===== config.mk =====
export PLATFORM = sky130hd
export DESIGN_NAME = panel_timing_gen
export DESIGN_NICKNAME = d
export VERILOG_FILES = /design/src/rtl/ptg_pkg.sv /design/src/rtl/ptg_regs.sv /design/src/rtl/ptg_counters.sv /design/src/rtl/ptg_window.sv /design/src/rtl/panel_timing_gen.sv
export SDC_FILE = /design/constraint.sdc
export NUM_CORES = 1
export LEC_CHECK = 0
export BUFFER_PORTS_ARGS = -buffer_cell sky130_fd_sc_hd__buf_2
export CAP_MARGIN = 20
export CORE_MARGIN = 2
export CORE_UTILIZATION = 50
export CTS_BUF_LIST = sky130_fd_sc_hd__clkbuf_4
export CTS_CLUSTER_SIZE = 14
export DETAILED_ROUTE_END_ITERATION = 16
export GPL_ROUTABILITY_DRIVEN = 0
export GPL_TIMING_DRIVEN = 0
export PLACE_DENSITY = 0.71
export SKIP_LAST_GASP = 1
export SYNTH_ARGS = -nofsm -noshare
export SYNTH_HDL_FRONTEND = slang
export SYNTH_HIERARCHICAL = 1
export SYNTH_SLANG_ARGS = --single-unit
export TNS_END_PERCENT = 20

===== constraint.sdc =====
create_clock -name clk -period 4.45 [get_ports clk]
set_input_delay 0.6675 -clock clk [delete_from_list [all_inputs] [get_ports clk]]
set_output_delay 0.6675 -clock clk [all_outputs]
set_load 0.1 [all_outputs]

===== src/rtl/ptg_pkg.sv =====
// Package: shared register indices and control bit positions for the
// panel timing generator. Assumes a 4-bit register index space.
package ptg_pkg;
    localparam int REG_AW = 4;

    localparam logic [REG_AW-1:0] A_CTRL  = 4'd0;
    localparam logic [REG_AW-1:0] A_TOTAL = 4'd1;
    localparam logic [REG_AW-1:0] A_HSYNC = 4'd2;
    localparam logic [REG_AW-1:0] A_VSYNC = 4'd3;
    localparam logic [REG_AW-1:0] A_HACT  = 4'd4;
    localparam logic [REG_AW-1:0] A_VACT  = 4'd5;
    localparam logic [REG_AW-1:0] A_AUX0  = 4'd6;

    localparam int EN_BIT   = 3;
    localparam int STOP_BIT = 4;
    localparam int POL_LSB  = 8;
endpackage


===== src/rtl/ptg_regs.sv =====
// Module: ptg_regs
// Holds the control bits, the totals word and every window word.
// Assumes one write per cycle. Register writes take effect on the next edge.
module ptg_regs
    import ptg_pkg::*;
#(
    parameter int NUM_AUX = 4
) (
    input  logic                      clk,
    input  logic                      rst_n,
    input  logic                      wr_en,
    input  logic [REG_AW-1:0]         wr_addr,
    input  logic [31:0]               wr_data,
    output logic                      en_q,
    output logic                      stop_q,
    output logic [NUM_AUX-1:0]        pol_q,
    output logic [31:0]               total_q,
    output logic [31:0]               hsync_q,
    output logic [31:0]               vsync_q,
    output logic [31:0]               hact_q,
    output logic [31:0]               vact_q,
    output logic [NUM_AUX-1:0][31:0]  aux_q
);
    // Load control bits and the main timing words.
    always_ff @(posedge clk) begin
        if (!rst_n) begin
            en_q    <= 1'b0;
            stop_q  <= 1'b0;
            pol_q   <= '0;
            total_q <= '0;
            hsync_q <= '0;
            vsync_q <= '0;
            hact_q  <= '0;
            vact_q  <= '0;
        end else if (wr_en) begin
            case (wr_addr)
                A_CTRL: begin
                    en_q   <= wr_data[EN_BIT];
                    stop_q <= wr_data[STOP_BIT];
                    pol_q  <= wr_data[POL_LSB +: NUM_AUX];
                end
                A_TOTAL: total_q <= wr_data;
                A_HSYNC: hsync_q <= wr_data;
                A_VSYNC: vsync_q <= wr_data;
                A_HACT:  hact_q  <= wr_data;
                A_VACT:  vact_q  <= wr_data;
                default: ;
            endcase
        end
    end

    for (genvar i = 0; i < NUM_AUX; i++) begin : g_aux
        localparam logic [REG_AW-1:0] MY_ADDR = A_AUX0 + REG_AW'(i);
        // Load auxiliary window word i.
        always_ff @(posedge clk) begin
            if (!rst_n)
                aux_q[i] <= '0;
            else if (wr_en && wr_addr == MY_ADDR)
                aux_q[i] <= wr_data;
        end
    end
endmodule


===== src/rtl/ptg_counters.sv =====
// Module: ptg_counters
// Pixel and line counters plus the run/idle state.
// A stop request ends the run only on the step that leaves the last pixel
// of the last line. A total of 0 or 1 wraps on every step.
module ptg_counters #(
    parameter int CW = 16
) (
    input  logic          clk,
    input  logic          rst_n,
    input  logic          pix_ce,
    input  logic          run_req,
    input  logic [CW-1:0] htot,
    input  logic [CW-1:0] vtot,
    output logic [CW-1:0] h,
    output logic [CW-1:0] v,
    output logic          running
);
    localparam logic [CW:0] ONE = (CW+1)'(1);

    logic h_last, v_last;

    // Detect the final pixel of a line and the final line of a frame.
    always_comb begin
        h_last = ({1'b0, h} + ONE) >= {1'b0, htot};
        v_last = ({1'b0, v} + ONE) >= {1'b0, vtot};
    end

    // Step the counters and manage start/stop at frame boundaries.
    always_ff @(posedge clk) begin
        if (!rst_n) begin
            running <= 1'b0;
            h       <= '0;
            v       <= '0;
        end else if (!running) begin
            h <= '0;
            v <= '0;
            if (run_req)
                running <= 1'b1;
        end else if (pix_ce) begin
            if (h_last) begin
                h <= '0;
                if (v_last) begin
                    v <= '0;
                    if (!run_req)
                        running <= 1'b0;
                end else begin
                    v <= v + 1'b1;
                end
            end else begin
                h <= h + 1'b1;
            end
        end
    end
endmodule


===== src/rtl/ptg_window.sv =====
// Module: ptg_window
// Tests whether a position lies in a packed [start, end) window.
// Start is in bits [16 +: CW] and end in bits [0 +: CW].
// With EXTEND set, the position plus span is tested as well, so a window
// that ends past the span carries over into the next pass.
module ptg_window #(
    parameter int CW     = 16,
    parameter bit EXTEND = 1'b0
) (
    input  logic [CW-1:0] pos,
    input  logic [CW-1:0] span,
    input  logic [31:0]   win,
    output logic          hit
);
    logic [CW:0] p, pw, s, e;
    logic direct, carried;

    // Compare the plain and the span-shifted position with the window.
    always_comb begin
        p       = {1'b0, pos};
        pw      = p + {1'b0, span};
        s       = {1'b0, win[16 +: CW]};
        e       = {1'b0, win[0 +: CW]};
        direct  = (p >= s) && (p < e);
        carried = (pw >= s) && (pw < e);
        hit     = direct || (EXTEND && carried);
    end
endmodule


===== src/rtl/panel_timing_gen.sv =====
// Module: panel_timing_gen (top)
// Software-programmed TFT timing generator. All edges come from packed
// start/end register pairs. Outputs are decoded from the counter registers
// and are forced to their resting levels while idle.
module panel_timing_gen
    import ptg_pkg::*;
#(
    parameter int CW      = 16,
    parameter int NUM_AUX = 4
) (
    input  logic               clk,
    input  logic               rst_n,
    input  logic               wr_en,
    input  logic [REG_AW-1:0]  wr_addr,
    input  logic [31:0]        wr_data,
    input  logic               pix_ce,
    output logic               hsync,
    output logic               vsync,
    output logic               de,
    output logic [CW-1:0]      pos_x,
    output logic [CW-1:0]      pos_y,
    output logic [NUM_AUX-1:0] aux,
    output logic               idle
);
    logic                     en_q, stop_q, running;
    logic [NUM_AUX-1:0]       pol_q, aux_hit;
    logic [31:0]              total_q, hsync_q, vsync_q, hact_q, vact_q;
    logic [NUM_AUX-1:0][31:0] aux_q;
    logic [CW-1:0]            h, v, htot, vtot;
    logic                     hs_hit, vs_hit, ha_hit, va_hit;

    assign htot = total_q[16 +: CW];
    assign vtot = total_q[0 +: CW];

    ptg_regs #(.NUM_AUX(NUM_AUX)) u_regs (
        .clk(clk), .rst_n(rst_n), .wr_en(wr_en), .wr_addr(wr_addr),
        .wr_data(wr_data), .en_q(en_q), .stop_q(stop_q), .pol_q(pol_q),
        .total_q(total_q), .hsync_q(hsync_q), .vsync_q(vsync_q),
        .hact_q(hact_q), .vact_q(vact_q), .aux_q(aux_q)
    );

    ptg_counters #(.CW(CW)) u_cnt (
        .clk(clk), .rst_n(rst_n), .pix_ce(pix_ce),
        .run_req(en_q && !stop_q), .htot(htot), .vtot(vtot),
        .h(h), .v(v), .running(running)
    );

    ptg_window #(.CW(CW), .EXTEND(1'b0)) u_hs (
        .pos(h), .span(htot), .win(hsync_q), .hit(hs_hit));
    ptg_window #(.CW(CW), .EXTEND(1'b0)) u_vs (
        .pos(v), .span(vtot), .win(vsync_q), .hit(vs_hit));
    ptg_window #(.CW(CW), .EXTEND(1'b0)) u_ha (
        .pos(h), .span(htot), .win(hact_q), .hit(ha_hit));
    ptg_window #(.CW(CW), .EXTEND(1'b0)) u_va (
        .pos(v), .span(vtot), .win(vact_q), .hit(va_hit));

    for (genvar i = 0; i < NUM_AUX; i++) begin : g_aux
        ptg_window #(.CW(CW), .EXTEND(1'b1)) u_aw (
            .pos(h), .span(htot), .win(aux_q[i]), .hit(aux_hit[i]));
    end

    // Gate decoded windows with run state and apply aux polarity.
    always_comb begin
        hsync = running && hs_hit;
        vsync = running && vs_hit;
        de    = running && ha_hit && va_hit;
        aux   = ({NUM_AUX{running}} & aux_hit) ^ pol_q;
        pos_x = h;
        pos_y = v;
        idle  = !running;
    end
endmodule


### After elaboration in Yosys (flattened, before gate mapping)

Index checks and enable logic that the tools add are counted.

* logic and storage cells: 100
* output and inout port bits: 40
* bits of input ports: 40
* bits in registers: 327

* reduce and logical (&&, ||, !) cells: 36
* bitwise logic cells: 2
* multiplexer cells: 7
* order comparisons: 26
* equal/unequal tests: 9
* add/subtract/negate cells: 5

Operators with widths (count)
* 16-bit >= comparator: 8
* 16-bit < comparator: 8
* 17-bit by 16-bit >= comparator with 1-bit output: 6
* 17-bit by 16-bit < comparator with 1-bit output: 4
* 16-bit by 1-bit adder with 17-bit output (second input constant): 2
* 16-bit by 1-bit adder with 16-bit output (second input constant): 2
* 16-bit two-way mux: 2
* 1-bit logical AND: 21
* 16-bit by 16-bit adder with 17-bit output: 1
* 4-bit by 3-bit equality test with 1-bit output (second input constant): 4
* 2-bit AND reduction: 8
* 4-bit by 2-bit equality test with 1-bit output (second input constant): 2
* 4-bit equality test (second input constant): 2
* 1-bit two-way mux: 5
* 4-bit bitwise AND: 1
* 4-bit by 1-bit equality test with 1-bit output (second input constant): 1
* 4-bit zero test: 1
* 1-bit logical OR: 4
* 4-bit bitwise XOR: 1
* 1-bit zero test: 2

### Depth between registers and ports, before layout

Gate-level depths: netlist of the first run.

* depth in word-level cells: 7
* mapped depth: 18
* gate-level depth less buffers: 18

### Modules after synthesis

Netlist of the first run, hierarchy kept.

By module, submodules not included
* ptg_regs: area an instance 10596.4 µm², cells an instance 999, instances 1, sequential area each 5885.6 µm²
* ptg_window at g_aux[0].u_aw ...: area an instance 2169.6 µm², cells an instance 287, instances 2, sequential area each 0.0 µm²
* ptg_window at u_ha ...: area an instance 795.8 µm², cells an instance 105, instances 4, sequential area each 0.0 µm²
* ptg_counters: area an instance 2747.6 µm², cells an instance 341, instances 1, sequential area each 660.6 µm²
* ptg_window at g_aux[1].u_aw: area an instance 2213.4 µm², cells an instance 279, instances 1, sequential area each 0.0 µm²
* ptg_window at g_aux[3].u_aw: area an instance 2163.3 µm², cells an instance 284, instances 1, sequential area each 0.0 µm²
* panel_timing_gen: area an instance 82.6 µm², cells an instance 13, instances 1, sequential area each 0.0 µm²

### Worst setup path before layout of the first run

OpenSTA, ideal clock, no wires.

* path type: register to output
* start point: reg u_cnt.h[3]
* end point: out aux[1]
* stages on the path, launching flop included: 16
* slack: -2.384 ns
* arrival: 6.167 ns
* buffers on the path: 0
* required time: 3.783 ns
* cells stage by stage: dfxtp_1 -> ha_1 -> and2_1 -> a311o_1 -> a21o_1 -> a21o_1 -> a21oi_1 -> xnor2_1 -> ha_1 -> and4_1 -> a2111oi_0 -> a21oi_1 -> o221a_2 -> o41ai_2 -> nand2_1 -> xnor2_1

* word-level cells in the longest chain between the ends: 6
* elaborated cells between the ends (all ways): 10
* classes of those cells: add/sub: 1; order compare: 4; bitwise: 2; reduce/logical: 3

Ends and longest elaborated chain
* start: declaration: RTL line ptg_counters.sv:14 `output logic [CW-1:0] h,`
* start signal: assignment: RTL line ptg_counters.sv:50 `h <= h + 1'b1;`
* 16-bit by 16-bit adder with 17-bit output: RTL line ptg_window.sv:21 `pw = p + {1'b0, span};`
* 17-bit by 16-bit >= comparator with 1-bit output or 17-bit by 16-bit < comparator with 1-bit output (tied branches): RTL line ptg_window.sv:25 `carried = (pw >= s) && (pw < e);`
* 1-bit logical AND: RTL line ptg_window.sv:25
* 1-bit logical OR (*): RTL line ptg_window.sv:26 `hit = direct || (EXTEND && carried);`
* named net aux_hit[1]: RTL line panel_timing_gen.sv:26 `logic [NUM_AUX-1:0] pol_q, aux_hit;`
* 4-bit bitwise AND (*): RTL line panel_timing_gen.sv:67 `aux = ({NUM_AUX{running}} & aux_hit) ^ pol_q;`
* 4-bit bitwise XOR (*): RTL line panel_timing_gen.sv:67
* end: declaration: RTL line panel_timing_gen.sv:22 `output logic [NUM_AUX-1:0] aux,`

The timed path passes the listed nets; every way through them passes the cells marked *.

### Worst setup path after layout of the first run

* start point: reg u_cnt.h[0]
* end point: out aux[3]

Same word-level chain as after synthesis.

==> Implementation_results.wiki, run 1 <==
{| class="wikitable"
! Metric !! Value
|-
| Run status || complete, but fails checks
|-
| Violated checks || negative setup slack
|-
| Final Critical Period || about 5.7 ns
|-
| Clock skew || 0.04260 ns
|-
| Final Hold Violating Endpoints || 0
|-
| PortBufs || between 70 and 80
|-
| Area of the core || approximately 50000 um^2
|-
| Pin count of the biggest net entering global routing || 24
|-
| Net count after synthesis || 3424
|-
| Slowest library cell on the worst path || sky130_fd_sc_hd__or4_1
|-
| Arrival time of data at the critical path endpoint || 5.03 ns
|-
| Clock slew at reported path FFs || approximately 0.070 ns
|-
| Largest cells by area after synthesis || sky130_fd_sc_hd__dfxtp_1, sky130_fd_sc_hd__ha_1, sky130_fd_sc_hd__mux2i_1, sky130_fd_sc_hd__nand2_1, sky130_fd_sc_hd__inv_1
|-
| Fin cells || 3894
|-
| Die height || 229.1 um
|-
| Proportion of power drawn by flip-flops and latches || 46.0%
|-
| Finish-stage setup viols || 6
|-
| Number of CTS-inserted buffers || 90
|-
| Clock tree from TritonCTS || yes
|-
| Launching element type of the critical path || flip-flop
|-
| Routed WL per cell || 23.29 um
|-
| Num Clock Sinks || 327
|-
| Clock share of power || 43.5%
|-
| Clock root buffer || sky130_fd_sc_hd__clkbuf_4
|-
| Total grt overflow || 0
|-
| Worst setup slack after layout || -1.244 ns
|-
| Post-DRT Antenna Nets || 0
|-
| Hold WC Path Type || in2reg
|-
| Clock latency on the worst-skew pair || 0.84 ns
|-
| Synth area leader || sky130_fd_sc_hd__dfxtp_1
|-
| Netlist Area Pre-Place || 25330 um^2
|-
| Cell-by-cell listing of the critical path || ha_4, inv_2, fa_2, nor2b_4, o31ai_4, a21oi_2, buf_4, a21o_1, a21oi_2, xnor2_2, ha_1, nand4_1, or4_1, o221a_1, o41ai_4, nand2_2, xnor2_4, buf_12
|-
| Switching part of the total power || 28.10%
|-
| Fraction of synthesized cell area taken by the top area cell type || 25.85%
|-
| Share of synthesized area occupied by flip-flops and latches || 25.85%
|-
| Worst setup path class || reg2out
|-
| Total half-perimeter wirelength after legalization and detailed placement || just under 60 mm
|-
| Count of cell types in the netlist || 97
|-
| Critical path peak fanout || 4
|-
| Power density over the cells || 221.6 nW/um^2
|-
| Multi-input gate area in the final layout || between 15000 and 20000 um^2
|-
| Design Area, Final || 29190 um^2
|-
| Number of cells after detailed placement || 3660
|-
| Boundary pin count || 80
|-
| First DRT Iteration DRCs || 1953
|-
| Family with the most delay on the worst path || compound AO/OA/AOI/OAI gates
|-
| Crit end category || primary output
|-
| Standard-cell row count || 82
|-
| Ratio of cells with drive above 1 in the final layout || about 15%
|-
| Relative area change from synthesis to final layout || 15.25%
|-
| Internal power || roughly 4700 uW
|-
| Number of flops mapped to enable cells by yosys || 0
|-
| Tightest Pin Transition || 1.254 ns
|-
| Via/cell ratio || 6.026
|-
| Leakage || 0.01337 uW
|-
| Proportion of synthesized flip-flops having asynchronous set or reset || 0%
|-
| Most numerous cell on the critical path || sky130_fd_sc_hd__a21oi_2
|-
| Sw power || 1817 uW
|-
| Initial core utilization || roughly half
|-
| Mean post-synth cell area || 8.703 um^2
|-
| Worst path max stage delay || 0.49 ns
|-
| Relative slew slack || 16.26%
|-
| Critical Path RT || 3.78 ns
|-
| First-pass GRT wire length || between 100 and 150 mm
|-
| Top_reg_cell synth || sky130_fd_sc_hd__dfxtp_1
|-
| Layout filler cell count || 4443
|-
| Peak VDD IR || approximately 0.00020 V
|-
| Pins over their slew limit || 0
|-
| Number of synthesis warnings || 6
|-
| Number of antenna violations at the first check in global routing || 7
|-
| Horizontal die dimension || 229.1 um
|-
| Post-detailed-routing wire length || 90.68 mm
|-
| Final clock period utilization by the worst path || 127.9%
|-
| Total of max-cap violations || 0
|-
| Largest buffer count on any clock path || 3
|-
| Number of storage elements in the synthesis netlist || 327
|-
| Overall track demand over capacity in global routing || 33.48%
|-
| Detailed-router iteration count before antenna repair || 6
|-
| Sequential standard cell area || 6635 um^2
|-
| Maximum operating frequency || 175.6 MHz
|-
| Maximum level of the CTS H-tree || 3
|-
| Total via count in the routed design || 23470
|-
| RSZ-0062 raised after global routing || true
|-
| Post-layout nets || ~3700
|-
| # DRC || 0
|-
| Area enclosed by the die boundary || 52470 um^2
|-
| Combinational power share || 10.5%
|-
| Number of global-route vias before repair || 23350
|-
| Combined buffer and inverter count along the critical path || 3
|-
| Cell area after placement || 26700 um^2
|-
| Synthesized instance count || between 2000 and 3000
|}
## power by group through the flow
stage	logic [uW]	clock network (uW)	registers (uW)
final	678	2810	2980
after global placement	601	0	3050
after global routing	710	3010	2980
after floorplan	390	0	3040
after CTS	638	2850	2980
after detailed placement	618	0	3050
## tightest hold or removal path, stage by stage
cell and delay [ns]:
sky130_fd_sc_hd__buf_2 0.12, sky130_fd_sc_hd__o21ai_0 0.07, sky130_fd_sc_hd__nor2_1 0.04
## cell usage after synthesis, types with 8 or more instances
cell,n
sky130_fd_sc_hd__buf_4,15
sky130_fd_sc_hd__clkbuf_1,36
sky130_fd_sc_hd__nand2_1,432
sky130_fd_sc_hd__o21a_1,18
sky130_fd_sc_hd__a211oi_1,35
sky130_fd_sc_hd__o21ai_0,88
sky130_fd_sc_hd__and4_1,14
sky130_fd_sc_hd__buf_6,8
sky130_fd_sc_hd__nand3_1,60
sky130_fd_sc_hd__buf_2,11
sky130_fd_sc_hd__a31oi_1,11
sky130_fd_sc_hd__nor3_1,30
sky130_fd_sc_hd__inv_1,332
sky130_fd_sc_hd__o2111ai_1,9
sky130_fd_sc_hd__o211ai_1,13
sky130_fd_sc_hd__xnor2_1,62
sky130_fd_sc_hd__a21o_1,64
sky130_fd_sc_hd__dfxtp_1,327
sky130_fd_sc_hd__a21boi_0,9
sky130_fd_sc_hd__o31ai_1,10
sky130_fd_sc_hd__xor2_1,22
sky130_fd_sc_hd__a21oi_1,148
sky130_fd_sc_hd__nor2_1,89
sky130_fd_sc_hd__nand2b_1,22
sky130_fd_sc_hd__a2111oi_0,19
sky130_fd_sc_hd__nor2b_1,18
sky130_fd_sc_hd__and3_1,26
sky130_fd_sc_hd__nand4_1,35
sky130_fd_sc_hd__nor4_1,10
sky130_fd_sc_hd__mux2i_1,294
sky130_fd_sc_hd__ha_1,470
sky130_fd_sc_hd__o21ai_1,16
## worst paths after layout
| path | start | to | slack, ns | cells past startpoint |
|---|---|---|---|---|
| setup / recovery | u_cnt/h[0] | aux[3] | -1.24 | 18 |
| hold / removal | rst_n | u_cnt/running | 0.12 | 3 |
| setup reg to reg | u_cnt/h[1] | u_cnt/v[5] | 0.04 | 16 |
| hold reg to reg | u_regs/aux_q[118] | u_regs/aux_q[118] | 0.46 | 2 |
## layout by cell type (no fill, tap or decap), types with 19 or more instances in the layout
| cell | netlist | layout |
|---|---|---|
| sky130_fd_sc_hd__buf_4 | 15 | 68 |
| sky130_fd_sc_hd__ha_1 | 470 | 461 |
| sky130_fd_sc_hd__xnor2_1 | 62 | 50 |
| sky130_fd_sc_hd__dfxtp_1 | 327 | 298 |
| sky130_fd_sc_hd__clkbuf_4 | 0 | 118 |
| sky130_fd_sc_hd__buf_2 | 11 | 85 |
| sky130_fd_sc_hd__inv_1 | 332 | 330 |
| sky130_fd_sc_hd__nor2_1 | 89 | 88 |
| sky130_fd_sc_hd__a211oi_1 | 35 | 26 |
| sky130_fd_sc_hd__clkbuf_1 | 36 | 36 |
| sky130_fd_sc_hd__nand4_1 | 35 | 35 |
| sky130_fd_sc_hd__nand2_1 | 432 | 429 |
| sky130_fd_sc_hd__nor3_1 | 30 | 30 |
| sky130_fd_sc_hd__a21oi_1 | 148 | 139 |
| sky130_fd_sc_hd__a21o_1 | 64 | 64 |
| sky130_fd_sc_hd__nand3_1 | 60 | 59 |
| sky130_fd_sc_hd__dfxtp_4 | 0 | 21 |
| sky130_fd_sc_hd__nand2b_1 | 22 | 22 |
| sky130_fd_sc_hd__mux2i_1 | 294 | 294 |
| sky130_fd_sc_hd__o21ai_1 | 16 | 19 |
| sky130_fd_sc_hd__and3_1 | 26 | 26 |
| sky130_fd_sc_hd__clkinv_1 | 0 | 24 |
| sky130_fd_sc_hd__o21ai_0 | 88 | 84 |
## logic make-up after synthesis
group           after synthesis  share of synthesized area (%)
compound gates              526                          14.43
xor+xnor                     84                          2.905
fa+ha+maj                   474                          23.54
buf+inv                     414                          6.887
flops                       327                          25.85
mux                         294                          11.62
simple gates                791                          14.78
## stage by stage
| step | util, % | setup slack [ns] | TNS (ns) | hold WS [ns] | power [uW] |
|---|---|---|---|---|---|
| 3_5_place_dp | 53.34 | -1.265 | -4.119 | 0.4466 | 3670 |
| 3_3_place_gp | 53.33 | -1.227 | -3.825 | 0.4423 | 3651 |
| 4_1_cts | 57.21 | -1.168 | -5.100 | 0.07780 | 6463 |
| 6_report | 58.30 | -1.244 | -5.282 | 0.1165 | 6468 |
| 2_1_floorplan | - | -0.5188 | -2.058 | 0.4342 | 3429 |
| 5_1_grt | 58.28 | -1.369 | -7.138 | 0.09422 | 6697 |
## what timing repair did
action,in CTS,in global routing
pin swaps,26,43
setup buffers,40,35
endpoints found under the setup margin,6,17
cloned,0,0
resized for setup,82,44
endpoints found under the hold margin,0,0
hold buffers,0,0
## metal layers
| layer | GRT usage [%] | routed length (um) |
|---|---|---|
| met4 | 24.41 | 7223 |
| met1 | 41.10 | 35500 |
| met5 | 0 | 30 |
| met3 | 7.346 | 8655 |
| met2 | 51.72 | 39270 |
## flip-flops by register name (all words and copies together), names as in the netlist
name	cells
u_regs/en_q	1
u_regs/stop_q	1
u_regs/aux_q	128
u_regs/vact_q	32
u_cnt/running	1
u_regs/hsync_q	32
u_regs/pol_q	4
u_regs/hact_q	32
u_regs/total_q	32
u_cnt/v	16
u_regs/vsync_q	32
u_cnt/h	16
## layout make-up
type                            instances  area share, %
Antenna cell                            6        0.05144
Buffer                                 81          1.693
Clock buffer                          118          3.035
Clock inverter                         36         0.8916
Inverter                              333          4.282
Multi-Input combinational cell       2169          60.27
Sequential cell                       327          22.73
Tap cell                              672          2.881
Timing Repair Buffer                  152          4.162
Power figures use the tool's default switching activity.
==> inputs of run 2 (changes only) <==
--- a/config.mk
+++ b/config.mk
@@ -12,9 +12,9 @@
 export CTS_BUF_LIST = sky130_fd_sc_hd__clkbuf_4
 export CTS_CLUSTER_SIZE = 14
 export DETAILED_ROUTE_END_ITERATION = 16
-export GPL_ROUTABILITY_DRIVEN = 0
 export GPL_TIMING_DRIVEN = 0
-export PLACE_DENSITY = 0.71
+export PLACE_DENSITY = 0.68
+export SKIP_CTS_REPAIR_TIMING = 1
 export SKIP_LAST_GASP = 1
 export SYNTH_ARGS = -nofsm -noshare
 export SYNTH_HDL_FRONTEND = slang
==> constraint.sdc (replaced) <==
create_clock -name clk -period 7.2 [get_ports clk]
set_input_delay 1.08 -clock clk [delete_from_list [all_inputs] [get_ports clk]]
set_output_delay 1.08 -clock clk [all_outputs]
set_load 0.1 [all_outputs]
==> run 2 against run 1 <==
Wire length fell by 7.3%. The flow now finishes without violations. Worst setup slack improved by 1.4 ns. Clock power fell by 43%. Non-clock buffer count fell by 71. Critical path type unchanged. Largest cell class unchanged. Combinational power fell by 39%. Total power fell by 40%.
==> Implementation_results.wiki, run 2 (same netlist as run 1, synthesis figures left out) <==
{| class="wikitable"
! Metric !! Value
|-
| Total half-perimeter wirelength after legalization and detailed placement || 59.31 mm (was 58.58 mm)
|-
| Relative area change from synthesis to final layout || 9.609% (was 15.25%)
|-
| Ratio of cells with drive above 1 in the final layout || 10.66% (was 14.96%)
|-
| Launching element type of the critical path || flip-flop (unchanged)
|-
| Clock skew || 0.04087 ns (was 0.04260 ns)
|-
| Placer congestion estimate || 0.9521
|-
| Total via count in the routed design || 22410 (was 23470)
|-
| Overall track demand over capacity in global routing || 31.37% (was 33.48%)
|-
| Critical path peak fanout || 13 (was 4)
|-
| Largest Register || u_regs/aux_q (unchanged)
|-
| Most frequent standard cell in the layout excluding fill and tap cells || sky130_fd_sc_hd__ha_1 (unchanged)
|-
| Largest buffer count on any clock path || 3 (unchanged)
|-
| Tightest Pin Transition || 1.090 ns (was 1.254 ns)
|-
| Routed WL per cell || 22.07 um (was 23.29 um)
|-
| Worst hold slack after final layout || 0.4565 ns (was 0.1165 ns)
|-
| Maximum operating frequency || 142.9 MHz
|-
| Max FFs per register || 128 (unchanged)
|-
| Die height || 229.1 um (unchanged)
|-
| Run status || finished, final reports clean (was complete, but fails checks)
|-
| Power density over the cells || 138.8 nW/um^2 (was 221.6 nW/um^2)
|-
| Pins over their slew limit || 0 (unchanged)
|-
| Hold WC Path Type || reg2reg (was in2reg)
|-
| Leakage || 0.01278 uW (was 0.01337 uW)
|-
| Number of CTS-inserted buffers || 86 (was 90)
|-
| Clock root buffer || sky130_fd_sc_hd__clkbuf_4 (unchanged)
|-
| # DRC || 0 (unchanged)
|-
| Horizontal die dimension || 229.1 um (unchanged)
|-
| Worst setup path class || reg2out (unchanged)
|-
| First DRT Iteration DRCs || 1610 (was 1953)
|-
| RSZ-0062 raised after global routing || true (unchanged)
|-
| First-pass GRT wire length || 126.2 mm (was 133.7 mm)
|-
| Peak VDD IR || 0.0001084 V (was 0.0001973 V)
|-
| Total grt overflow || 0 (unchanged)
|-
| Critical Path RT || 6.12 ns (was 3.78 ns)
|-
| Setup slack, reg-to-reg || 3.00 ns (was 0.04 ns)
|-
| Worst path max stage delay || 0.57 ns (was 0.49 ns)
|-
| Clock latency on the worst-skew pair || 0.82 ns (was 0.84 ns)
|-
| Number of global-route vias before repair || 22490 (was 23350)
|-
| Initial core utilization || 50.58% (unchanged)
|-
| Standard-cell row count || 82 (unchanged)
|-
| Boundary pin count || 80 (unchanged)
|-
| Total of max-cap violations || 0 (unchanged)
|-
| Arrival time of data at the critical path endpoint || 5.92 ns (was 5.03 ns)
|-
| Clock slew at reported path FFs || 0.06 ns (was 0.07 ns)
|-
| Slowest library cell on the worst path || sky130_fd_sc_hd__dfxtp_4 (was sky130_fd_sc_hd__or4_1)
|-
| Relative slew slack || 27.15% (was 16.26%)
|-
| Cell-by-cell listing of the critical path || ha_1, and2_1, a311o_1, a21o_1, a21o_1, a21oi_1, xnor2_1, ha_1, and4_1, a2111oi_0, a21oi_1, o221a_2, o41ai_4, nand2_1, xnor2_2, buf_6 (was ha_4, inv_2, fa_2, nor2b_4, o31ai_4, a21oi_2, buf_4, a21o_1, a21oi_2, xnor2_2, ha_1, nand4_1, or4_1, o221a_1, o41ai_4, nand2_2, xnor2_4, buf_12)
|-
| Final Hold Violating Endpoints || 0 (unchanged)
|-
| Pin count of the biggest net entering global routing || 26 (was 24)
|-
| Maximum level of the CTS H-tree || 3 (unchanged)
|-
| Final clock period utilization by the worst path || 97.19%
|-
| PortBufs || 78 (unchanged)
|-
| Post-DRT Antenna Nets || 0 (unchanged)
|-
| Post-layout nets || 3593 (was 3668)
|-
| Commonest non-fill, non-tap cells in the layout || sky130_fd_sc_hd__ha_1, sky130_fd_sc_hd__nand2_1, sky130_fd_sc_hd__inv_1, sky130_fd_sc_hd__dfxtp_1, sky130_fd_sc_hd__mux2i_1 (unchanged)
|-
| Detailed-router iteration count before antenna repair || 6 (unchanged)
|-
| Area enclosed by the die boundary || 52470 um^2 (unchanged)
|-
| Via/cell ratio || 5.884 (was 6.026)
|-
| Crit end category || primary output (unchanged)
|-
| Final Critical Period || between 6 and 7 ns
|-
| Clock tree from TritonCTS || yes (unchanged)
|-
| Area of the core || 50070 um^2 (unchanged)
|-
| Finish-stage setup viols || 0 (was 6)
|-
| Number of antenna violations at the first check in global routing || 7 (unchanged)
|-
| Num Clock Sinks || 327 (unchanged)
|-
| Post-detailed-routing wire length || 84.06 mm (was 90.68 mm)
|-
| Sum of negative setup slack || 0 ns (was -5.282 ns)
|}
## run 2: cell types whose count changed in the layout (fill, tap and decap cells not counted), sizes merged
cell,delta
buf,-71
clkinv,-20
clkbuf,+9
bufinv,-4
clkinvlp,+1
diode,-1
inv,+1
## run 2: area by class of cell
class | instances | area, um^2
Clock inverter | 14 | 66.31
Clock buffer | 127 | 953.4
Timing Repair Buffer | 81 | 485.5
Fill cell | 4665 | 22310
Multi-Input combinational cell | 2169 | 17080
Sequential cell | 327 | 6580
Tap cell | 672 | 840.8
Antenna cell | 5 | 12.51
Inverter | 333 | 1250
Buffer | 81 | 494.2
## run 2: per-layer routing
layer | vias to the layer above | part of all wire, % | global-route usage, %
met5 | - | 0.043 | 0
met2 | 866 | 44 | 50.69
met4 | 6 | 7.0 | 19.54
met3 | 295 | 7.0 | 6.574
li1 | 10680 | - | -
met1 | 10560 | 42 | 38.14
## run 2: final timing paths
check                     from                 to  cells past startpoint
max                 u_cnt/h[3]             aux[1]                     16
min          u_regs/vsync_q[7]  u_regs/vsync_q[7]                      2
max reg2reg         u_cnt/h[7]         u_cnt/v[6]                     12
min reg2reg  u_regs/vsync_q[7]  u_regs/vsync_q[7]                      2
## run 2: through the flow
step | total power [uW] | worst slack [ns] | cell area (um^2) | std cells | utilization (%)
final | 3853 | 0.2024 | 27760 | 3809 | 55.44
after global routing | 3996 | -0.002627 | 27750 | 3807 | 55.43
after CTS | 3863 | -0.4457 | 27630 | 3802 | 55.19
after detailed placement | 2279 | 0.4543 | 26610 | 3661 | 53.15
after global placement | 2269 | -0.1379 | 26560 | 3660 | 53.06
after floorplan | 2120 | 0.1389 | 25330 | 2910 | -
## run 2: where the power goes
part | internal [uW] | switching [uW] | leakage [uW]
clock | 798 | 797 | 0.000614
sequential | 1830 | 17.0 | 0.00265
combinational | 134 | 278 | 0.00951
## run 2: worst max-delay path, delay by kind of cell, from the launching register on
family | cells | cell delay (ns)
compound gates | 8 | 2.34
xor+xnor | 2 | 0.62
flops | 1 | 0.57
buf+inv | 1 | 0.28
fa+ha+maj | 2 | 0.70
simple gates | 3 | 0.59
